File: config.mk
export PLATFORM = sky130hd
export DESIGN_NAME = dma_addr_gen
export DESIGN_NICKNAME = d
export VERILOG_FILES = /design/src/rtl/dma_addr_gen.sv
export SDC_FILE = /design/constraint.sdc
export NUM_CORES = 1
export LEC_CHECK = 0
export BUFFER_PORTS_ARGS = -buffer_cell sky130_fd_sc_hd__buf_4
export CORE_MARGIN = 2
export CORE_UTILIZATION = 25
export CTS_BUF_LIST = sky130_fd_sc_hd__clkbuf_16
export CTS_CLUSTER_SIZE = 8
export DETAILED_ROUTE_END_ITERATION = 10
export GPL_ROUTABILITY_DRIVEN = 1
export GPL_TIMING_DRIVEN = 0
export PLACE_DENSITY_LB_ADDON = 0.25
export SLEW_MARGIN = 40
export SYNTH_ARGS = -nofsm -noshare
export SYNTH_HDL_FRONTEND = slang
export SYNTH_SLANG_ARGS = --single-unit
File: constraint.sdc
create_clock -name clk -period 5.8 [get_ports clk]
set_clock_uncertainty 0.1 [all_clocks]
set_input_delay 0.87 -clock clk [delete_from_list [all_inputs] [get_ports clk]]
set_output_delay 0.87 -clock clk [all_outputs]
set_load 0.02 [all_outputs]
File: src/rtl/dma_addr_gen.sv
module dma_addr_gen #(
  parameter int AW = 32
) (
  input  logic          clk,
  input  logic          rst_n,
  input  logic          cfg_we,
  input  logic          cfg_rd_inc,
  input  logic          cfg_wr_inc,
  input  logic [1:0]    cfg_size,
  input  logic [3:0]    cfg_ring_n,
  input  logic          cfg_ring_wr,
  input  logic          trigger,
  input  logic [AW-1:0] rd_start,
  input  logic [AW-1:0] wr_start,
  input  logic          beat,
  output logic [AW-1:0] rd_addr,
  output logic [AW-1:0] wr_addr
);
  logic          rd_inc_q, wr_inc_q, ring_wr_q;
  logic [1:0]    size_q;
  logic [3:0]    ring_n_q;
  logic [AW-1:0] step, ring_mask, rd_mask, wr_mask, rd_nxt, wr_nxt;

  assign step      = (size_q == 2'd0) ? AW'(1) : (size_q == 2'd1) ? AW'(2) : AW'(4);
  assign ring_mask = (AW'(1) << ring_n_q) - AW'(1);
  assign rd_mask   = (ring_n_q != 4'd0 && !ring_wr_q) ? ring_mask : '1;
  assign wr_mask   = (ring_n_q != 4'd0 &&  ring_wr_q) ? ring_mask : '1;

  assign rd_nxt = rd_inc_q ? ((rd_addr & ~rd_mask) | ((rd_addr + step) & rd_mask)) : rd_addr;
  assign wr_nxt = wr_inc_q ? ((wr_addr & ~wr_mask) | ((wr_addr + step) & wr_mask)) : wr_addr;

  always_ff @(posedge clk) begin
    if (!rst_n) begin
      rd_inc_q  <= 1'b1;
      wr_inc_q  <= 1'b0;
      ring_wr_q <= 1'b0;
      ring_n_q  <= 4'd0;
      size_q    <= 2'd2;
    end else if (cfg_we) begin
      rd_inc_q  <= cfg_rd_inc;
      wr_inc_q  <= cfg_wr_inc;
      ring_wr_q <= cfg_ring_wr;
      ring_n_q  <= cfg_ring_n;
      size_q    <= cfg_size;
    end
  end

  always_ff @(posedge clk) begin
    if (!rst_n) begin
      rd_addr <= '0;
      wr_addr <= '0;
    end else if (trigger) begin
      rd_addr <= rd_start;
      wr_addr <= wr_start;
    end else if (beat) begin
      rd_addr <= rd_nxt;
      wr_addr <= wr_nxt;
    end
  end
endmodule


# ---- After elaboration in Yosys (flattened, before gate mapping)
# Index checks and enable logic that the tools add are counted.
dict set report totals {
  regBits 73
  latch_bits 0
  ram_bits 0
  rom_bits 0
  in_bits 78
  out_inout_bits 64
  elab_cells 40
  memories 0
}
dict set report classes {
  n_addsub 3
  n_mul 0
  div_mod_pow 0
  n_lt_le_gt_ge 0
  eq_ne 1
  n_shift 1
  n_mux 10
  n_bitwise 8
  n_reduce_logical 10
}
# operator n
set ops {}
lappend ops {{$mux 32} 8}
lappend ops {{$and 32x32->32} 4}
lappend ops {{$add 32x3->32} 2}
lappend ops {{$not 32->32} 2}
lappend ops {{$or 32x32->32} 2}
lappend ops {{$shl 1x4->32 const A} 1}
lappend ops {{$sub 32x2->32 const B} 1}
lappend ops {{$mux 3} 2}
lappend ops {{$reduce_bool 2->1} 3}
lappend ops {{$reduce_and 2->1} 2}
lappend ops {{$reduce_bool 4->1} 1}
lappend ops {{$eq 2x1->1 const B} 1}
lappend ops {{$logic_and 1x1->1} 2}
lappend ops {{$logic_not 2->1} 1}
lappend ops {{$logic_not 1->1} 1}

# ---- Depth between registers and ports, before layout
# Gate-level depths: netlist (run 1).
dict set report logic_depth {
  ltp_word 9
  ltp_mapped 11
  ltp_nobuf 9
}

# ---- Least setup slack after synthesis (run 1)
# Ideal clock, no wire load.
dict set report synth_path {
  path_kind {register to register}
  from {register ring_n_q[3]}
  to {register with a tool-made name}
  setup_time_ps 132
  t_arrival_ps 2597
  t_required_ps 5568
  slack_ps 2970
  stages_incl_launch_ff 12
  n_path_buf 3
  period_less_slack_ps 2830
  cell_sequence {dfxtp_1 clkbuf_1 clkbuf_1 nor2_1 nand3b_1 ha_1 buf_2 nor4b_2 a21oi_1 a2111oi_2 xnor2_1 a21oi_1}
}
# item line_no
set synth_lines {}
lappend synth_lines {{from (decl)} 21} ;# logic [3:0] ring_n_q;
lappend synth_lines {{from (signal assigned)} 43} ;# ring_n_q <= cfg_ring_n;

==> impl_metrics.py, run 1 <==
metrics = {
    "detailed_routing": {
        "ant_nets": 0,
        "drt_wl_total_um": 20800,
        "vias": 5501,
        "drt_iter0_markers": 564,
        "first_pass_iters": 5,
        "wl_per_cell_um": 20.1,
        "vias_per_cell": 5.32,
        "drc": 0,
    },
    "floorplanning": {
        "fp.dieArea_um2": 20600,
        "die_h_um": 144,
        "ioPinCount": 142,
        "coreArea_um2": 19300,
        "die-width_um": 144,
        "start_util": 0.253,
        "rows": 51,
    },
    "layout": {
        "num_antenna_cells": 0,
        "final_common_cell": "buf_4",
        "final_nets": 855,
        "fin_area_um2": 6520,
        "nFillCells": 2108,
        "final_cell_mix": "buf_4 (141), dfxtp_1 (73), o21ai_0 (52), a21oi_1 (52), nand2_1 (47)",
        "syn_to_final_growth_pct": 33.8,
        "drive_gt1_frac": 0.218,
    },
    "place": {
        "gp_congestion": 0.920,
        "hpwl_um": 16000,
        "dpl_worst_slack_ps": 2060,
        "place_area_um2": 6250,
        "port_buffers": 139,
    },
    "sta": {
        "setup_tns_ps": 0,
        "clock.fmax_mhz": 262,
        "fin_crit_sh": 0.659,
        "setup_ws_ps": 1980,
        "worst_pin_slew_ps": 832,
        "layout_min_cycle_time_ps": 3820,
        "rsz0062_at_grt": "false",
        "setup_violations": 0,
        "maxSlewHeadroom": 0.441,
        "slew_violations": 0,
        "hold_viol": 0,
    },
    "cts": {
        "h-tree-depth": 3,
        "clock_sinks": 73,
        "postCtsSetupBuffers": 0,
        "ctsResizeCount": 0,
        "clockRootBuffer": "clkbuf_16",
        "clock_latency_ps": 350,
        "clkTransAtPathRegs_ps": 60,
        "cts_buffers": 9,
        "cts_tree": "built",
        "cts.path.max_buffers": 2,
        "hold_buffers": 0,
    },
    "global_routing": {
        "grt_start_max_net_pins": 11,
        "grt_pass1_vias": 5345,
        "grtUsageTotal": 0.204,
        "gr-total-overflow": 0,
        "grt_pass1_wl_um": 31600,
        "antenna_found_initial": 0,
    },
    "setup_path": {
        "rr_worst_depth": 11,
        "end_kind": "flip-flop",
        "path_class": "reg2reg",
        "reg2reg_slack_ps": 1980,
        "crit_path_start_kind": "flip-flop",
        "cp.required_ps": 5910,
        "cp_max_fo": 10,
        "slowest_stage": "nor4b_2",
        "r2r_start": "ring_n_q[3]$_SDFFE_PN0P_",
        "cp_common_cell": "clkbuf_1",
        "path_cells": "clkbuf_1, clkbuf_1, nor2_1, nand3b_1, ha_1, buf_2, nor4b_2, a211oi_1, a311oi_1, xnor2_1, a21oi_1",
        "arrival_ps": 3940,
        "slowest_delay_ps": 700,
    },
    "synth": {
        "ys_warn_count": 0,
        "synthArstFlopShare": 0,
        "synth.distinct_cells": 65,
        "avgSynthCellArea_um2": 7.91,
        "synth-edff-count": 0,
        "syn_area_um2": 4870,
        "ys_ff_latch": 73,
        "synth_nets": 704,
        "synth_flop_cell": "dfxtp_1",
        "yosysSeqAreaShare": 0.300,
        "postSynthCellCount": 616,
    },
    "pwr": {
        "ir_drop_v": 0.000146,
        "pwr-share-clk": 0.368,
        "p_comb_frac": 0.236,
        "p_int_mw": 1.00,
        "switching_power_uw": 479,
        "p_per_area_nw_per_um2": 227,
        "pwr-share-seq": 0.396,
        "swShare": 0.324,
        "power.leakage_nw": 2.43,
    },
    "run_status": {
        "outcome": "complete, no violations",
    },
    "run": {
        "maxCapViolCount": 0,
    },
    "worst_hold_path": {
        "hp-class": "reg2reg",
        "holdPathStages": 2,
    },
}
[final cells by class]
| class | count | area [um2] | area share |
|---|---|---|---|
| multi-input combinational | 484 | 3170 | 0.487 |
| sequential | 73 | 1460 | 0.224 |
| timing repair buffer | 140 | 1050 | 0.161 |
| tap | 265 | 332 | 0.0509 |
| clock buffer | 9 | 225 | 0.0346 |
| buffer | 45 | 183 | 0.0280 |
| inverter | 14 | 52.6 | 0.00806 |
| clock inverter | 4 | 41.3 | 0.00634 |
[kinds of logic (layout without fill, tap and decap cells)]
kind of cell | Yosys count | in the layout | share of synthesized area
compound gates | 212 | 212 | 0.285
simple gates | 211 | 211 | 0.243
flops | 73 | 73 | 0.300
buf+inv | 59 | 212 | 0.0483
xor+xnor | 39 | 39 | 0.0701
mux | 12 | 12 | 0.0252
fa+ha+maj | 10 | 10 | 0.0288
[synthesized netlist by cell type, types with 11 or more instances]
cell | count | share of area
dfxtp_1 | 73 | 0.30
a21oi_1 | 52 | 0.053
o21ai_0 | 52 | 0.053
nand2_1 | 47 | 0.036
clkbuf_1 | 38 | 0.029
xnor2_1 | 33 | 0.059
nor2_1 | 32 | 0.025
nand3_1 | 28 | 0.029
nor4_1 | 21 | 0.027
nor3_1 | 15 | 0.015
a211oi_1 | 14 | 0.022
inv_1 | 12 | 0.0092
and4_1 | 11 | 0.020
o211ai_1 | 11 | 0.017
[worst max path at each step]
stage	start	cells after the start	end	slack, ps
after floorplan	ring_n_q[3]$_SDFFE_PN0P_	11	flip-flop	2970
after global placement	ring_n_q[3]$_SDFFE_PN0P_	11	flip-flop	2030
after detailed placement	ring_n_q[3]$_SDFFE_PN0P_	11	flip-flop	2060
after CTS	ring_n_q[3]$_SDFFE_PN0P_	11	flip-flop	2050
after global routing	ring_n_q[3]$_SDFFE_PN0P_	11	flip-flop	1780
final	ring_n_q[3]$_SDFFE_PN0P_	11	flip-flop	1980
[power groups by stage]
stage	registers [mW]	clock network [mW]	logic, mW
after floorplan	0.619	0	0.156
after detailed placement	0.596	0	0.348
after global routing	0.592	0.574	0.380
after CTS	0.586	0.550	0.350
after global placement	0.597	0	0.349
final	0.587	0.545	0.350
[per-stage QoR]
step / cells / power [mW] / hold slack (ps) / utilization
floorplan: 616 / 0.776 / 356 / -
global placement: 1020 / 0.946 / 380 / 0.324
detailed placement: 1020 / 0.945 / 386 / 0.324
CTS: 1033 / 1.49 / 398 / 0.338
global route: 1034 / 1.55 / 414 / 0.338
finish: 1034 / 1.48 / 393 / 0.338
[critical path, delay by kind of cell, from the launching register on]
kind	cells	cell delay, ps
AOI/OAI and AO/OA	3	840
xor gates and xnor gates	1	180
adders and majority gates	1	140
buffers and inverters	3	1050
DFF	1	350
and+or+nand+nor	3	1020
[routing by layer]
metal,track usage,vias up,part of all wire
li1,-,2641,-
met5,0,-,0
met4,0.0408,0,0.011
met1,0.284,2573,0.45
met3,0.0580,19,0.092
met2,0.314,268,0.44
(Power assumes the default switching activity.)
==> run 2: changes to the inputs <==
==> constraint.sdc (replaced) <==
create_clock -name clk -period 3.8 [get_ports clk]
set_clock_uncertainty 0.1 [all_clocks]
set_input_delay 0.57 -clock clk [delete_from_list [all_inputs] [get_ports clk]]
set_output_delay 0.57 -clock clk [all_outputs]
set_load 0.02 [all_outputs]
==> run 2 against run 1 <==
Via count grew 0.51%. Combinational power increased by 53%. Non-clock buffer count is the same.
==> impl_metrics.py, run 2 (synthesis gave the netlist of run 1 again) <==
metrics = {
    "sta": {
        "fin_crit_sh": 0.945,
        "setup_violations": 0,
        "rsz0062_at_grt": "false",
        "holdWs_ps": 336,
        "layout_min_cycle_time_ps": 3590,
        "hold_viol": 0,
        "slew_violations": 0,
        "clock.fmax_mhz": 279,
        "maxSlewHeadroom": 0.437,
        "setup_tns_ps": 0,
        "worst_pin_slew_ps": 838,
    },
    "cts": {
        "clock_latency_ps": 350,
        "clkTransAtPathRegs_ps": 60,
        "cts_tree": "built",
        "clockRootBuffer": "clkbuf_16",
        "cts.path.max_buffers": 2,
        "hold_buffers": 0,
        "clock_sinks": 73,
        "h-tree-depth": 3,
        "cts_buffers": 9,
    },
    "detailed_routing": {
        "vias": 5529,
        "drc": 0,
        "ant_nets": 0,
        "wl_per_cell_um": 20.2,
        "vias_per_cell": 5.35,
        "first_pass_iters": 5,
        "drt_wl_total_um": 20800,
        "drt_iter0_markers": 610,
    },
    "worst_hold_path": {
        "min_to": "rd_inc_q$_SDFFE_PN1P_",
        "hold_start": "cfg_rd_inc",
        "hp-class": "in2reg",
        "holdPathStages": 3,
    },
    "setup_path": {
        "r2r_start": "ring_n_q[3]$_SDFFE_PN0P_",
        "rr_worst_depth": 11,
        "cp.required_ps": 3910,
        "path_buf_inv": 3,
        "path_class": "reg2reg",
        "end_kind": "flip-flop",
        "crit_family": "buffers and inverters",
        "crit_path_start_kind": "flip-flop",
        "arrival_ps": 3700,
        "slowest_stage": "a311oi_1",
        "cp_common_cell": "clkbuf_1",
        "slowest_delay_ps": 510,
        "cp_max_fo": 10,
        "path_cells": "clkbuf_1, clkbuf_1, nor2_1, nand3b_1, ha_1, buf_2, nor4b_4, a211oi_1, a311oi_1, xnor2_1, a21oi_1",
        "reg2reg_slack_ps": 210,
    },
    "global_routing": {
        "grt_pass1_vias": 5345,
        "gr-total-overflow": 0,
        "grt_pass1_wl_um": 31600,
        "grtUsageTotal": 0.204,
        "antenna_found_initial": 0,
        "grt_start_max_net_pins": 11,
    },
    "pwr": {
        "p_per_area_nw_per_um2": 347,
        "swShare": 0.323,
        "p_int_mw": 1.53,
        "pwr-share-clk": 0.366,
        "ir_drop_v": 0.000223,
        "switching_power_uw": 731,
        "pwr-share-seq": 0.396,
        "power.leakage_nw": 2.43,
        "p_comb_frac": 0.237,
    },
    "layout": {
        "syn_to_final_growth_pct": 34.0,
        "fin_area_um2": 6530,
        "nFillCells": 2108,
        "final_common_cell": "buf_4",
        "regArea_um2": 1460,
        "num_antenna_cells": 0,
        "multi_input_area_um2": 3180,
        "final_nets": 855,
        "final_cell_mix": "buf_4 (141), dfxtp_1 (73), o21ai_0 (52), a21oi_1 (52), nand2_1 (47)",
        "drive_gt1_frac": 0.218,
    },
    "run_status": {
        "outcome": "complete, no violations",
    },
    "floorplanning": {
        "start_util": 0.253,
        "ioPinCount": 142,
        "fp.dieArea_um2": 20600,
        "rows": 51,
        "die-width_um": 144,
        "coreArea_um2": 19300,
        "die_h_um": 144,
    },
    "place": {
        "port_buffers": 139,
        "hpwl_um": 16000,
        "place_area_um2": 6250,
        "gp_congestion": 0.920,
    },
    "run": {
        "maxCapViolCount": 0,
    },
}
==> run 2: per-stage QoR <==
step	utilization	setup slack, ps	instances	power [mW]
floorplan	-	970	616	1.18
global placement	0.324	34.1	1020	1.44
detailed placement	0.324	60.1	1020	1.44
CTS	0.338	49.5	1033	2.27
global route	0.339	40.0	1034	2.36
finish	0.339	211	1034	2.26
==> run 2: worst register-to-register path: cells and delay by family (launching register included) <==
kind / cells / cell delay (ps)
flops: 1 / 380
fa+ha+maj: 1 / 140
buf+inv: 3 / 1060
compound gates: 3 / 790
xor+xnor: 1 / 190
simple gates: 3 / 810
==> run 2: worst max-delay path by stage <==
| stage | from | endpoint | slack, ps | cells after the start |
|---|---|---|---|---|
| 2_1_floorplan | ring_n_q[3]$_SDFFE_PN0P_ | flip-flop | 970 | 11 |
| 3_3_place_gp | ring_n_q[3]$_SDFFE_PN0P_ | flip-flop | 30 | 11 |
| 3_5_place_dp | ring_n_q[3]$_SDFFE_PN0P_ | flip-flop | 60 | 11 |
| 4_1_cts | ring_n_q[3]$_SDFFE_PN0P_ | flip-flop | 50 | 11 |
| 5_1_grt | ring_n_q[3]$_SDFFE_PN0P_ | flip-flop | 40 | 11 |
| 6_report | ring_n_q[3]$_SDFFE_PN0P_ | flip-flop | 210 | 11 |
==> run 2: power by group through the flow <==
stage,logic [mW],clock network (mW),registers [mW]
floorplan,0.239,0,0.945
global placement,0.533,0,0.911
detailed placement,0.532,0,0.910
CTS,0.534,0.840,0.894
global route,0.581,0.876,0.905
finish,0.536,0.829,0.897
==> run 2: layer usage <==
layer  part of all wire  vias up  GRT usage  wire [um]
li1                   -     2636          -          -
met1               0.46     2594      0.284       9580
met2               0.44      272      0.314       9210
met3              0.088       27     0.0580       1830
met4              0.011        0     0.0408        231
met5                  0        -          0          0
==> run 2: layout make-up <==
cell class                 count  area share
clock inverter                 4     0.00633
sequential                    73       0.224
timing repair buffer         140       0.161
inverter                      14     0.00805
buffer                        45      0.0280
clock buffer                   9      0.0345
tap                          265      0.0508
multi-input combinational    484       0.488
==> run 2: repair_timing <==
item                                    4_1_cts  5_1_grt
buffers inserted                              0        0
endpoints found under the setup margin        0       10
resized for setup                             0        1
